`config.mk`:
```
export PLATFORM = sky130hd
export DESIGN_NAME = pbt_timer
export DESIGN_NICKNAME = d
export VERILOG_FILES = /design/src/rtl/pbt_pkg.sv /design/src/rtl/pbt_regif.sv /design/src/rtl/pbt_prescaler.sv /design/src/rtl/pbt_counter.sv /design/src/rtl/pbt_irqflag.sv /design/src/rtl/pbt_timer.sv
export SDC_FILE = /design/constraint.sdc
export NUM_CORES = 1
export LEC_CHECK = 0
export BUFFER_PORTS_ARGS = -buffer_cell sky130_fd_sc_hd__buf_2
export CAP_MARGIN = 20
export CORE_UTILIZATION = 40
export DETAILED_ROUTE_END_ITERATION = 10
export PLACE_DENSITY = 0.78
export SYNTH_ARGS = -nofsm -noshare
export SYNTH_HDL_FRONTEND = slang
export SYNTH_HIERARCHICAL = 1
export SYNTH_SLANG_ARGS = --single-unit
```
`constraint.sdc`:
```
create_clock -name clk -period 2.48 [get_ports clk]
set_clock_uncertainty 0.2 [all_clocks]
set_input_delay 0.496 -clock clk [delete_from_list [all_inputs] [get_ports clk]]
set_output_delay 0.496 -clock clk [all_outputs]
set_load 0.01 [all_outputs]
```
`src/rtl/pbt_pkg.sv`:
```
package pbt_pkg;
    localparam int CNT_W  = 8;
    localparam int ADDR_W = 8;
    localparam int DATA_W = 8;

    localparam logic [ADDR_W-1:0] ADDR_PRELOAD = 8'hC0;
    localparam logic [ADDR_W-1:0] ADDR_CONTROL = 8'hC1;
    localparam logic [ADDR_W-1:0] ADDR_CLEAR   = 8'hC2;

    typedef struct packed {
        logic             load;
        logic [CNT_W-1:0] load_val;
        logic             clr;
    } wr_cmd_t;

    function automatic logic at_top(input logic [CNT_W-1:0] v);
        return v == {CNT_W{1'b1}};
    endfunction
endpackage

```
`src/rtl/pbt_regif.sv`:
```
module pbt_regif
    import pbt_pkg::*;
(
    input  logic              clk,
    input  logic              rst,
    input  logic              wr_en,
    input  logic [ADDR_W-1:0] wr_addr,
    input  logic [DATA_W-1:0] wr_data,
    output wr_cmd_t           cmd,
    output logic              enabled
);
    logic stop_q;

    always_comb begin
        cmd.load     = wr_en && (wr_addr == ADDR_PRELOAD);
        cmd.load_val = wr_data[CNT_W-1:0];
        cmd.clr      = wr_en && (wr_addr == ADDR_CLEAR) && wr_data[0];
    end

    always_ff @(posedge clk) begin
        if (rst) begin
            stop_q <= 1'b1;
        end else if (wr_en && (wr_addr == ADDR_CONTROL)) begin
            stop_q <= wr_data[0];
        end
    end

    assign enabled = !stop_q;
endmodule

```
`src/rtl/pbt_prescaler.sv`:
```
module pbt_prescaler #(
    parameter int DIV = 4
) (
    input  logic clk,
    input  logic rst,
    input  logic enabled,
    input  logic restart,
    output logic tick
);
    localparam int PW = (DIV > 1) ? $clog2(DIV) : 1;

    generate
        if (DIV == 1) begin : g_direct
            assign tick = enabled;
        end else begin : g_div
            logic [PW-1:0] phase_q;
            logic          last;

            assign last = (phase_q == PW'(DIV - 1));
            assign tick = enabled && last;

            always_ff @(posedge clk) begin
                if (rst || !enabled || restart) begin
                    phase_q <= '0;
                end else if (last) begin
                    phase_q <= '0;
                end else begin
                    phase_q <= phase_q + PW'(1);
                end
            end
        end
    endgenerate
endmodule

```
`src/rtl/pbt_counter.sv`:
```
module pbt_counter
    import pbt_pkg::*;
(
    input  logic             clk,
    input  logic             rst,
    input  logic             tick,
    input  wr_cmd_t          cmd,
    output logic [CNT_W-1:0] count,
    output logic             overflow
);
    logic [CNT_W-1:0] cnt_q;

    assign overflow = tick && !cmd.load && at_top(cnt_q);

    always_ff @(posedge clk) begin
        if (rst) begin
            cnt_q <= '0;
        end else if (cmd.load) begin
            cnt_q <= cmd.load_val;
        end else if (tick) begin
            cnt_q <= cnt_q + CNT_W'(1);
        end
    end

    assign count = cnt_q;
endmodule

```
`src/rtl/pbt_irqflag.sv`:
```
module pbt_irqflag (
    input  logic clk,
    input  logic rst,
    input  logic set_ev,
    input  logic clr_ev,
    output logic flag
);
    logic flag_q;

    always_ff @(posedge clk) begin
        if (rst) begin
            flag_q <= 1'b0;
        end else if (set_ev) begin
            flag_q <= 1'b1;
        end else if (clr_ev) begin
            flag_q <= 1'b0;
        end
    end

    assign flag = flag_q;
endmodule

```
`src/rtl/pbt_timer.sv`:
```
module pbt_timer
    import pbt_pkg::*;
#(
    parameter int DIV = 4
) (
    input  logic              clk,
    input  logic              rst,
    input  logic              wr_en,
    input  logic [ADDR_W-1:0] wr_addr,
    input  logic [DATA_W-1:0] wr_data,
    output logic [CNT_W-1:0]  count,
    output logic              irq
);
    wr_cmd_t cmd;
    logic    enabled;
    logic    tick;
    logic    overflow;

    pbt_regif u_regif (
        .clk     (clk),
        .rst     (rst),
        .wr_en   (wr_en),
        .wr_addr (wr_addr),
        .wr_data (wr_data),
        .cmd     (cmd),
        .enabled (enabled)
    );

    pbt_prescaler #(.DIV(DIV)) u_presc (
        .clk     (clk),
        .rst     (rst),
        .enabled (enabled),
        .restart (cmd.load),
        .tick    (tick)
    );

    pbt_counter u_cnt (
        .clk      (clk),
        .rst      (rst),
        .tick     (tick),
        .cmd      (cmd),
        .count    (count),
        .overflow (overflow)
    );

    pbt_irqflag u_flag (
        .clk    (clk),
        .rst    (rst),
        .set_ev (overflow),
        .clr_ev (cmd.clr),
        .flag   (irq)
    );
endmodule

```
# Word level (Yosys, flattened, before mapping)
# Index checks and enable logic that the tools add are counted.
[word_totals] reg_bits=12 latchBits=0 mem_bits_rw=0 mem_bits_ro=0 mem_count=0
[op_classes] addsub=2 multipliers=0 n_div=0 order_cmp=0 n_eq_ne=5 shift=0 mux=4 bitwise=0 reduce_logical=14
[op_table] op="$eq 8x8->1 const B" n=4
[op_table] op="$mux 8" n=2
[op_table] op="$add 8x1->8 const B" n=1
[op_table] op="$logic_and 1x1->1" n=7
[op_table] op="$reduce_bool 2->1" n=2
[op_table] op="$add 2x1->2 const B" n=1
[op_table] op="$eq 2x2->1 const B" n=1
[op_table] op="$logic_not 1->1" n=2
[op_table] op="$logic_or 1x1->1" n=2
[op_table] op="$mux 1" n=2
[op_table] op="$reduce_or 2->1" n=1

# Longest topological paths before layout
# Gate-level depths: netlist of run 1.
[logic_depth] word_depth=6 mapped_depth=9 mapped_depth_nobuf=8

# Modules after synthesis
# Netlist of run 1, hierarchy kept.
[modules_own_cells] mod="pbt_counter" n_inst=1 cells_per_inst=55 area_each_um2=456.7 seq_area_each_um2=160.2
[modules_own_cells] mod="pbt_regif" n_inst=1 cells_per_inst=20 area_each_um2=152.6 seq_area_each_um2=20.0
[modules_own_cells] mod="pbt_prescaler" n_inst=1 cells_per_inst=7 area_each_um2=85.1 seq_area_each_um2=40.0
[modules_own_cells] mod="pbt_irqflag" n_inst=1 cells_per_inst=4 area_each_um2=38.8 seq_area_each_um2=20.0

# Least setup slack after synthesis of run 1
# OpenSTA, ideal clock, no wires.
[synth_timing] kind="in2reg" start="input wr_addr[4]" end="register u_flag.flag_q (netlist: u_flag/flag)" setup_ps=113 arrival_ps=1801 required_time_ps=2167 path_slack_ps=366 stages=9 path_cell_list="nand4b_1 > nand2b_1 > nor3_1 > inv_2 > clkbuf_1 > nand3_1 > nor3_1 > inv_1 > a21oi_2"
[synth_rtl] item="from (decl)" line_no="pbt_timer.sv:9" text="input logic [ADDR_W-1:0] wr_addr,"
[synth_rtl] item="to (signal assigned)" line_no="pbt_irqflag.sv:12" text="flag_q <= 1'b0;"
[synth_rtl] item="to (signal assigned)" line_no="pbt_irqflag.sv:14" text="flag_q <= 1'b1;"
[synth_rtl] item="to (signal assigned)" line_no="pbt_irqflag.sv:16" text="flag_q <= 1'b0;"
[synth_rtl] item="to (decl)" line_no="pbt_irqflag.sv:8" text="logic flag_q;"

# Worst setup path in the final report of run 1
[layout_timing] start="register u_presc.g_div.phase_q[0]" end="register u_cnt.cnt_q[6] (netlist: u_cnt/count[6])"
[layout_via] elab_chain_len=3
[layout_lines] item="from (decl)" line_no="pbt_prescaler.sv:16" text="logic [PW-1:0] phase_q;"
[layout_lines] item="from (signal assigned)" line_no="pbt_prescaler.sv:28" text="phase_q <= phase_q + PW'(1);"
[layout_lines] item="$eq 2x2->1" line_no="pbt_prescaler.sv:19" text="assign last = (phase_q == PW'(DIV - 1));"
[layout_lines] item="$logic_and 1x1->1" line_no="pbt_prescaler.sv:20" text="assign tick = enabled && last;"
[layout_lines] item="net tick" line_no="pbt_timer.sv:16" text="logic tick;"
[layout_lines] item="$reduce_bool 2->1 (no line)"
[layout_lines] item="to (signal assigned)" line_no="pbt_counter.sv:19" text="cnt_q <= cmd.load_val;"
[layout_lines] item="to (signal assigned)" line_no="pbt_counter.sv:21" text="cnt_q <= cnt_q + CNT_W'(1);"
[layout_lines] item="to (decl)" line_no="pbt_counter.sv:11" text="logic [CNT_W-1:0] cnt_q;"
# The timed path passes the listed nets, and every way through them passes these cells.
# A chain may end at the register's enable or synchronous reset.

==> results of run 1 <==
## worst paths after layout
path,startpoint,end
setup / recovery,u_presc/g_div.phase_q[0],u_cnt/count[6]
hold / removal,wr_data[1],u_cnt/count[1]
setup reg to reg,u_presc/g_div.phase_q[0],u_cnt/count[6]
hold reg to reg,u_flag/flag,u_flag/flag
## stage by stage
| step | worst slack [ns] | cell area [µm²] | utilization | power, mW |
|---|---|---|---|---|
| 3_5_place_dp | 0.570 | 828 | 0.480 | 0.220 |
| 5_1_grt | 0.420 | 865 | 0.501 | 0.392 |
| 2_1_floorplan | 0.366 | 733 | - | 0.212 |
| 3_3_place_gp | 0.609 | 828 | 0.480 | 0.220 |
| 4_1_cts | 0.550 | 865 | 0.501 | 0.379 |
| 6_report | 0.525 | 865 | 0.501 | 0.374 |
## worst register-to-register path, delay by kind of cell (launching register included)
| family | cells | cell delay, ns |
|---|---|---|
| AND/OR/NAND/NOR | 3 | 0.84 |
| flip-flops | 1 | 0.35 |
| AO/OA/AOI/OAI | 1 | 0.28 |
| adder cells (fa/ha/maj) | 1 | 0.19 |
## cell families (layout without fill, tap and decap cells)
logic type | Yosys count | in the layout
XOR/XNOR | 4 | 4
AO/OA/AOI/OAI | 13 | 13
multiplexers | 2 | 2
flip-flops | 12 | 12
buffers and inverters | 14 | 35
AND/OR/NAND/NOR | 39 | 39
adder cells (fa/ha/maj) | 2 | 2
## cell type report
type	count	area share
multi-input cells	60	0.466
well taps	25	0.0362
repair buffers	28	0.165
clock buffers	4	0.0420
inverters	3	0.0130
flip-flops and latches	12	0.278
## sequential cells by signal (all words and copies together), names as in the netlist
signal,flops
u_regif/stop_q,1
u_flag/flag,1
u_presc/g_div.phase_q,2
u_cnt/count,8
## cell usage after synthesis, drive strengths merged (2+ instances only)
| cell type | n |
|---|---|
| nand2 | 10 |
| nand3 | 2 |
| a211oi | 3 |
| and4bb | 2 |
| ha | 2 |
| nor2 | 8 |
| nor3 | 4 |
| nand4 | 2 |
| xor2 | 4 |
| o21ai | 2 |
| nor3b | 2 |
| or3 | 3 |
| dfxtp | 12 |
| a21oi | 4 |
| nand2b | 3 |
| buf | 10 |
| a311oi | 2 |
| inv | 3 |
## layer usage
layer | share of wire | vias to the layer above | track usage
li1 | - | 340 | -
met1 | 0.44 | 303 | 0.200
met2 | 0.47 | 31 | 0.274
met3 | 0.088 | 2 | 0.0920
met4 | 0.0033 | 0 | 0.0485
met5 | 0 | - | 0
## power groups by stage
| stage | logic, mW | clock network, mW | registers (mW) |
|---|---|---|---|
| 2_1_floorplan | 0.0145 | 0 | 0.198 |
| 3_3_place_gp | 0.0225 | 0 | 0.198 |
| 3_5_place_dp | 0.0226 | 0 | 0.198 |
| 4_1_cts | 0.0227 | 0.164 | 0.193 |
| 5_1_grt | 0.0251 | 0.174 | 0.193 |
| 6_report | 0.0224 | 0.159 | 0.193 |
==> summary.md, run 1 <==
| Metric | Value |
|---|---|
| Status | `finished, final reports clean` |
| Compound-Gate Fraction of Synth Area | `0.125` |
| Die width | `44.8 µm` |
| Post-synthesis xor/xnor area fraction | `0.0478` |
| Post-Route WL | `1530 µm` |
| CTS Hold Bufs | `0` |
| Vias in the first global route | `603` |
| Sw power | `0.0800 mW` |
| Critical path's top delay family | `simple AND/OR/NAND/NOR gates` |
| Crit-path slowest cell | `dfxtp_1` |
| Nets | `129` |
| Required @ worst endpoint | `2.46 ns` |
| Ant diodes | `0` |
| Adder-Cell Fraction of Synth Area | `0.0341` |
| Synth area leaders | `dfxtp_1, buf_4, nand2_1, xor2_1, nor2_1` |
| RSZ-0062 raised after global routing | `false` |
| Comb pwr share | `0.060` |
| R2r setup slk | `0.53 ns` |
| Max VDD drop | `0.367 mV` |
| Syn Area/Cell | `8.53 µm²` |
| Post-synth EDFFs | `0` |
| Final period util | `0.788` |
| Maxcap violations | `0` |
| Post-synth ARST share | `0` |
| Wire per inst | `11.6 µm` |
| DR vias | `676` |
| PortBufs | `27` |
| R2R depth | `5` |
| Layout cells sized above 1 | `0.346` |
| Drt pass-1 iters | `4` |
| Min cycle time layout | `1.95 ns` |
| Filler Cells Inserted | `184` |
| WP buf/inv | `0` |
| Main combinational cell family by area after synthesis | `simple AND/OR/NAND/NOR gates` |
| Slew Limit Headroom | `0.777` |
| Post_cts resized | `0` |
| Initial antenna violation count | `0` |
| Sequential share of power | `0.516` |
| Post-synthesis sequential area ratio | `0.328` |
| Finished Layout Cells | `132` |
| Rows | `15` |
| Post-DP HPWL | `1140 µm` |
| GRT Total Usage | `0.172` |
| Pwr dens | `433 nW/µm²` |
| Most frequent cells in the layout | `buf_2, dfxtp_1, nand2_1` |
| Global-route wire length before repair | `2510 µm` |
| Largest net degree at the start of global routing | `14` |
| CTS H-tree depth | `1` |
| Worst hold path type | `in -> reg` |
| Root buffer cell | `clkbuf_4` |
| Vias per inst | `5.12` |
| Crit end category | `register` |
| Clock sinks | `12` |
| Initial core utilization | `0.425` |
| Starting DRT DRC Count | `8` |
| Storage element area | `240 µm²` |
| Max FO, Critical Path | `7` |
| Critical Path AT | `1.94 ns` |
| Final hold slack | `0.265 ns` |
| Worst-Skew Late Latency | `0.27 ns` |
| Post-Place Cells | `128` |
| Critical path depth | `5` |
| Routed Antenna Nets | `0` |
| Clock group share of total power | `0.424` |
| Remaining Overflow, GRT | `0` |
| CTS tree | `built` |
| Max clock buf depth | `2` |
| Yosys cell types | `32` |
| Worst path max stage delay | `0.35 ns` |
| Top FF cell, synth | `dfxtp_1` |
| Worst-path clk slew | `0.08 ns` |
| Die area | `2010 µm²` |
| Total CTS buffers | `3` |
| Leak | `0.390 nW` |
| Sw frac | `0.214` |
| Synthesized cell area | `733 µm²` |
| Yosys Warn Count | `6` |
| Area Overhead vs Synth | `17.9%` |
| Cells along the critical path | `ha_1 > and2_1 > nand4_2 > or3_1 > a311oi_1` |
| Mux cell area share after synthesis | `0.0290` |
| Cells after Synth | `86` |
| Setup TNS | `0 ns` |
| Final setup fails | `0` |
| Worst Setup Start Kind | `register` |
| DRC | `0` |
| FF+latch count, synth | `12` |
| Post-CTS repair timing setup buffer count | `0` |
| Core Area | `1730 µm²` |
| Post-synthesis simple-gate area fraction | `0.314` |
| Die H | `44.8 µm` |
| Hold Crit Depth | `3` |
| Synth area leader | `dfxtp_1` |
| RePlAce Congestion | `0.759` |
| Worst slew pin tran | `0.333 ns` |
| Commonest non-fill, non-tap cell in the layout | `buf_2` |
| WS Path Type | `reg -> reg` |
| Max Fclk | `0.512 GHz` |
| Final slew viol count | `0` |
| IO Pins | `28` |
| P_int | `0.294 mW` |
| Hold Violations, Final | `0` |
| Syn_nets | `107` |
| Post-synth top area share | `0.328` |
| Area of the multi-input gates | `403 µm²` |
Note: power is estimated with default switching activity, not from simulation.
==> run 2, diff against run 1 <==
- ABC_AREA: default -> 1
- PLACE_DENSITY: 0.78 -> 0.77
- clock period: 2.48 -> 1.9 ns (I/O delays scaled with it)
==> summary.md, run 2 <==
| Metric | Value |
|---|---|
| Synthesized cell area | `851 µm² (+16%)` |
| Post-synth EDFFs | `0 (unchanged)` |
| Die width | `48.1 µm (+7.4%)` |
| Max reg flops | `8 (unchanged)` |
| IO Pins | `28 (unchanged)` |
| Wire per inst | `10.0 µm (-14%)` |
| WS Path Type | `reg -> reg` |
| Status | `finished, final reports clean` |
| Pwr dens | `493 nW/µm² (+14%)` |
| Hold Crit Depth | `2 (-1)` |
| Synth cell count leaders | `nand2_1, inv_1, dfxtp_1, nand3_1` |
| Sequential share of power | `0.513 (-0.003)` |
| Layout cells sized above 1 | `0.354 (+0.00795)` |
| Worst hold path type | `in -> reg` |
| Slew Limit Headroom | `0.854 (+0.0761)` |
| Comb pwr share | `0.082 (+0.022)` |
| Top FF cell, synth | `dfxtp_1` |
| Syn_nets | `145 (+36%)` |
| Remaining Overflow, GRT | `0 (unchanged)` |
| Syn Area/Cell | `6.86 µm² (-20%)` |
| Max Fclk | `0.621 GHz (+21%)` |
| Max VDD drop | `0.433 mV (+18%)` |
| Max clock buf depth | `2 (unchanged)` |
| Maxcap violations | `0 (unchanged)` |
| Cells after Synth | `124 (+44%)` |
| Starting DRT DRC Count | `12 (+4)` |
| Most numerous cell in the Yosys netlist | `nand2_1` |
| Vias per inst | `4.61 (-9.9%)` |
| Post-CTS repair timing setup buffer count | `0 (unchanged)` |
| DR vias | `803 (+19%)` |
| Yosys Warn Count | `6 (unchanged)` |
| Place WS | `0.0559 ns (-0.514 ns)` |
| Setup TNS | `0 ns (unchanged)` |
| Worst-path clk slew | `0.08 ns (about the same)` |
| Global-route wire length before repair | `2710 µm (+8.0%)` |
| R2R depth | `7 (+2)` |
| Min cycle time layout | `1.61 ns (-0.344 ns)` |
| Worst Setup Start Kind | `register` |
| Clock sinks | `12 (unchanged)` |
| Nets | `169 (+31%)` |
| Clock group share of total power | `0.405 (-0.019)` |
| Required @ worst endpoint | `1.90 ns (-0.56 ns)` |
| RSZ-0062 raised after global routing | `false` |
| R2r setup slk | `0.29 ns (-0.24 ns)` |
| GRT Total Usage | `0.175 (+0.00367)` |
| Root buffer cell | `clkbuf_4` |
| Post_cts resized | `0 (unchanged)` |
| Crit-path slowest cell | `dfxtp_1` |
| Final period util | `0.848 (+0.0597)` |
| Hold Violations, Final | `0 (unchanged)` |
| Worst slew pin tran | `0.220 ns (-0.114 ns)` |
| Routed Antenna Nets | `0 (unchanged)` |
| P_int | `0.387 mW (+31%)` |
| Yosys cell types | `24 (-25%)` |
| Synth area leader | `dfxtp_1` |
| Most frequent cells in the layout | `buf_2, nand2_1, inv_1` |
| Initial antenna violation count | `0 (unchanged)` |
| Die H | `48.1 µm (+7.4%)` |
| Post-DP HPWL | `1380 µm (+21%)` |
| Final setup fails | `0 (unchanged)` |
| Post-synth top area share | `0.282 (-0.0453)` |
| Drt pass-1 iters | `4 (unchanged)` |
| Largest net degree at the start of global routing | `12 (-2)` |
| Ant diodes | `0 (unchanged)` |
| Final slew viol count | `0 (unchanged)` |
| Total CTS buffers | `3 (unchanged)` |
| Critical Path AT | `1.62 ns (-0.32 ns)` |
| Worst-Skew Late Latency | `0.27 ns (about the same)` |
| CTS H-tree depth | `1 (unchanged)` |
| Core Area | `1980 µm² (+15%)` |
| PortBufs | `27 (unchanged)` |
| Sw power | `0.105 mW (+31%)` |
| Reg-to-Reg Start | `u_cnt/count[1]` |
| Post-synth ARST share | `0 (unchanged)` |
| CTS Hold Bufs | `0 (unchanged)` |
| Vias in the first global route | `688 (+14%)` |
| Post-route worst setup slack | `0.289 ns (-0.236 ns)` |
| Leak | `0.479 nW (+23%)` |
| Sw frac | `0.213 (-0.00103)` |
| Initial core utilization | `0.429 (+0.00466)` |
| Die area | `2320 µm² (+15%)` |
| Max FO, Critical Path | `5 (-2)` |
| Worst path max stage delay | `0.43 ns (+0.08 ns)` |
| Cells along the critical path | `ha_1 > nand3_1 > nor2_1 > inv_1 > nor4_2 > inv_1 > a21oi_2` |
| Commonest non-fill, non-tap cell in the layout | `buf_2` |
| Post-Route WL | `1740 µm (+14%)` |
| Crit end category | `register` |
| DRC | `0 (unchanged)` |
| FF+latch count, synth | `12 (unchanged)` |
| Post-synthesis sequential area ratio | `0.282 (-0.0453)` |
| RePlAce Congestion | `0.880 (+16%)` |
| Hold EP | `u_cnt/count[7]` |
| Reg2Reg Capture Point | `u_flag/flag` |
| Hold Startpoint | `rst` |
| CTS tree | `built` |
| Synth area leaders | `dfxtp_1, nand2_1, inv_1, buf_4, nand3_1` |
| Rows | `16 (+1)` |
| Most Frequent Cell on Critical Path | `inv_1` |
| Area Overhead vs Synth | `17.1%` |
==> run 2: power groups by stage <==
stage	Combinational (mW)	Sequential [mW]	Clock (mW)
3_3_place_gp	0.0392	0.258	0
3_5_place_dp	0.0407	0.258	0
4_1_cts	0.0409	0.252	0.209
5_1_grt	0.0462	0.252	0.218
2_1_floorplan	0.0269	0.258	0
6_report	0.0405	0.252	0.199
==> run 2: metrics by stage <==
step	area (µm²)	utilization	total power [mW]	hold slack (ns)	instances
5_1_grt	996	0.503	0.517	0.169	174
3_3_place_gp	960	0.484	0.297	0.205	170
4_1_cts	996	0.503	0.502	0.175	174
3_5_place_dp	960	0.484	0.299	0.211	170
6_report	996	0.503	0.491	0.182	174
2_1_floorplan	851	-	0.285	0.197	124
==> run 2: kinds of logic after synthesis <==
logic type / Yosys count / share of synthesized area
buf+inv: 34 / 0.196
compound gates: 15 / 0.121
flops: 12 / 0.282
xor+xnor: 3 / 0.0309
simple gates: 58 / 0.341
fa+ha+maj: 2 / 0.0294
==> run 2: layer usage <==
| metal | part of all wire | global-route usage | vias up |
|---|---|---|---|
| met2 | 0.51 | 0.316 | 20 |
| li1 | - | - | 430 |
| met4 | 0.0069 | 0.0500 | 0 |
| met1 | 0.43 | 0.189 | 351 |
| met5 | 0 | 0 | - |
| met3 | 0.049 | 0.0704 | 2 |
==> run 2: worst max-delay path, delay by kind of cell, from the launching register on <==
family | cells | cell delay (ns)
compound gates | 1 | 0.13
fa+ha+maj | 1 | 0.23
buf+inv | 2 | 0.16
flops | 1 | 0.43
simple gates | 3 | 0.40
==> run 2: area by class of cell <==
| type | count | area (µm²) |
|---|---|---|
| fillers | 210 | 986 |
| multi-input cells | 78 | 444 |
| flip-flops and latches | 12 | 240 |
| repair buffers | 28 | 143 |
| inverters | 25 | 98.8 |
| clock buffers | 4 | 36.3 |
| well taps | 27 | 33.8 |
==> run 2: worst max path at each step <==
stage	from	to	depth (start not counted)
after floorplan	wr_en	u_cnt/count[6]	12
after global placement	wr_addr[1]	u_cnt/count[0]	10
after detailed placement	wr_addr[1]	u_cnt/count[6]	12
after CTS	u_cnt/count[1]	u_flag/flag	7
after global routing	u_cnt/count[1]	u_flag/flag	7
final	u_cnt/count[1]	u_flag/flag	7
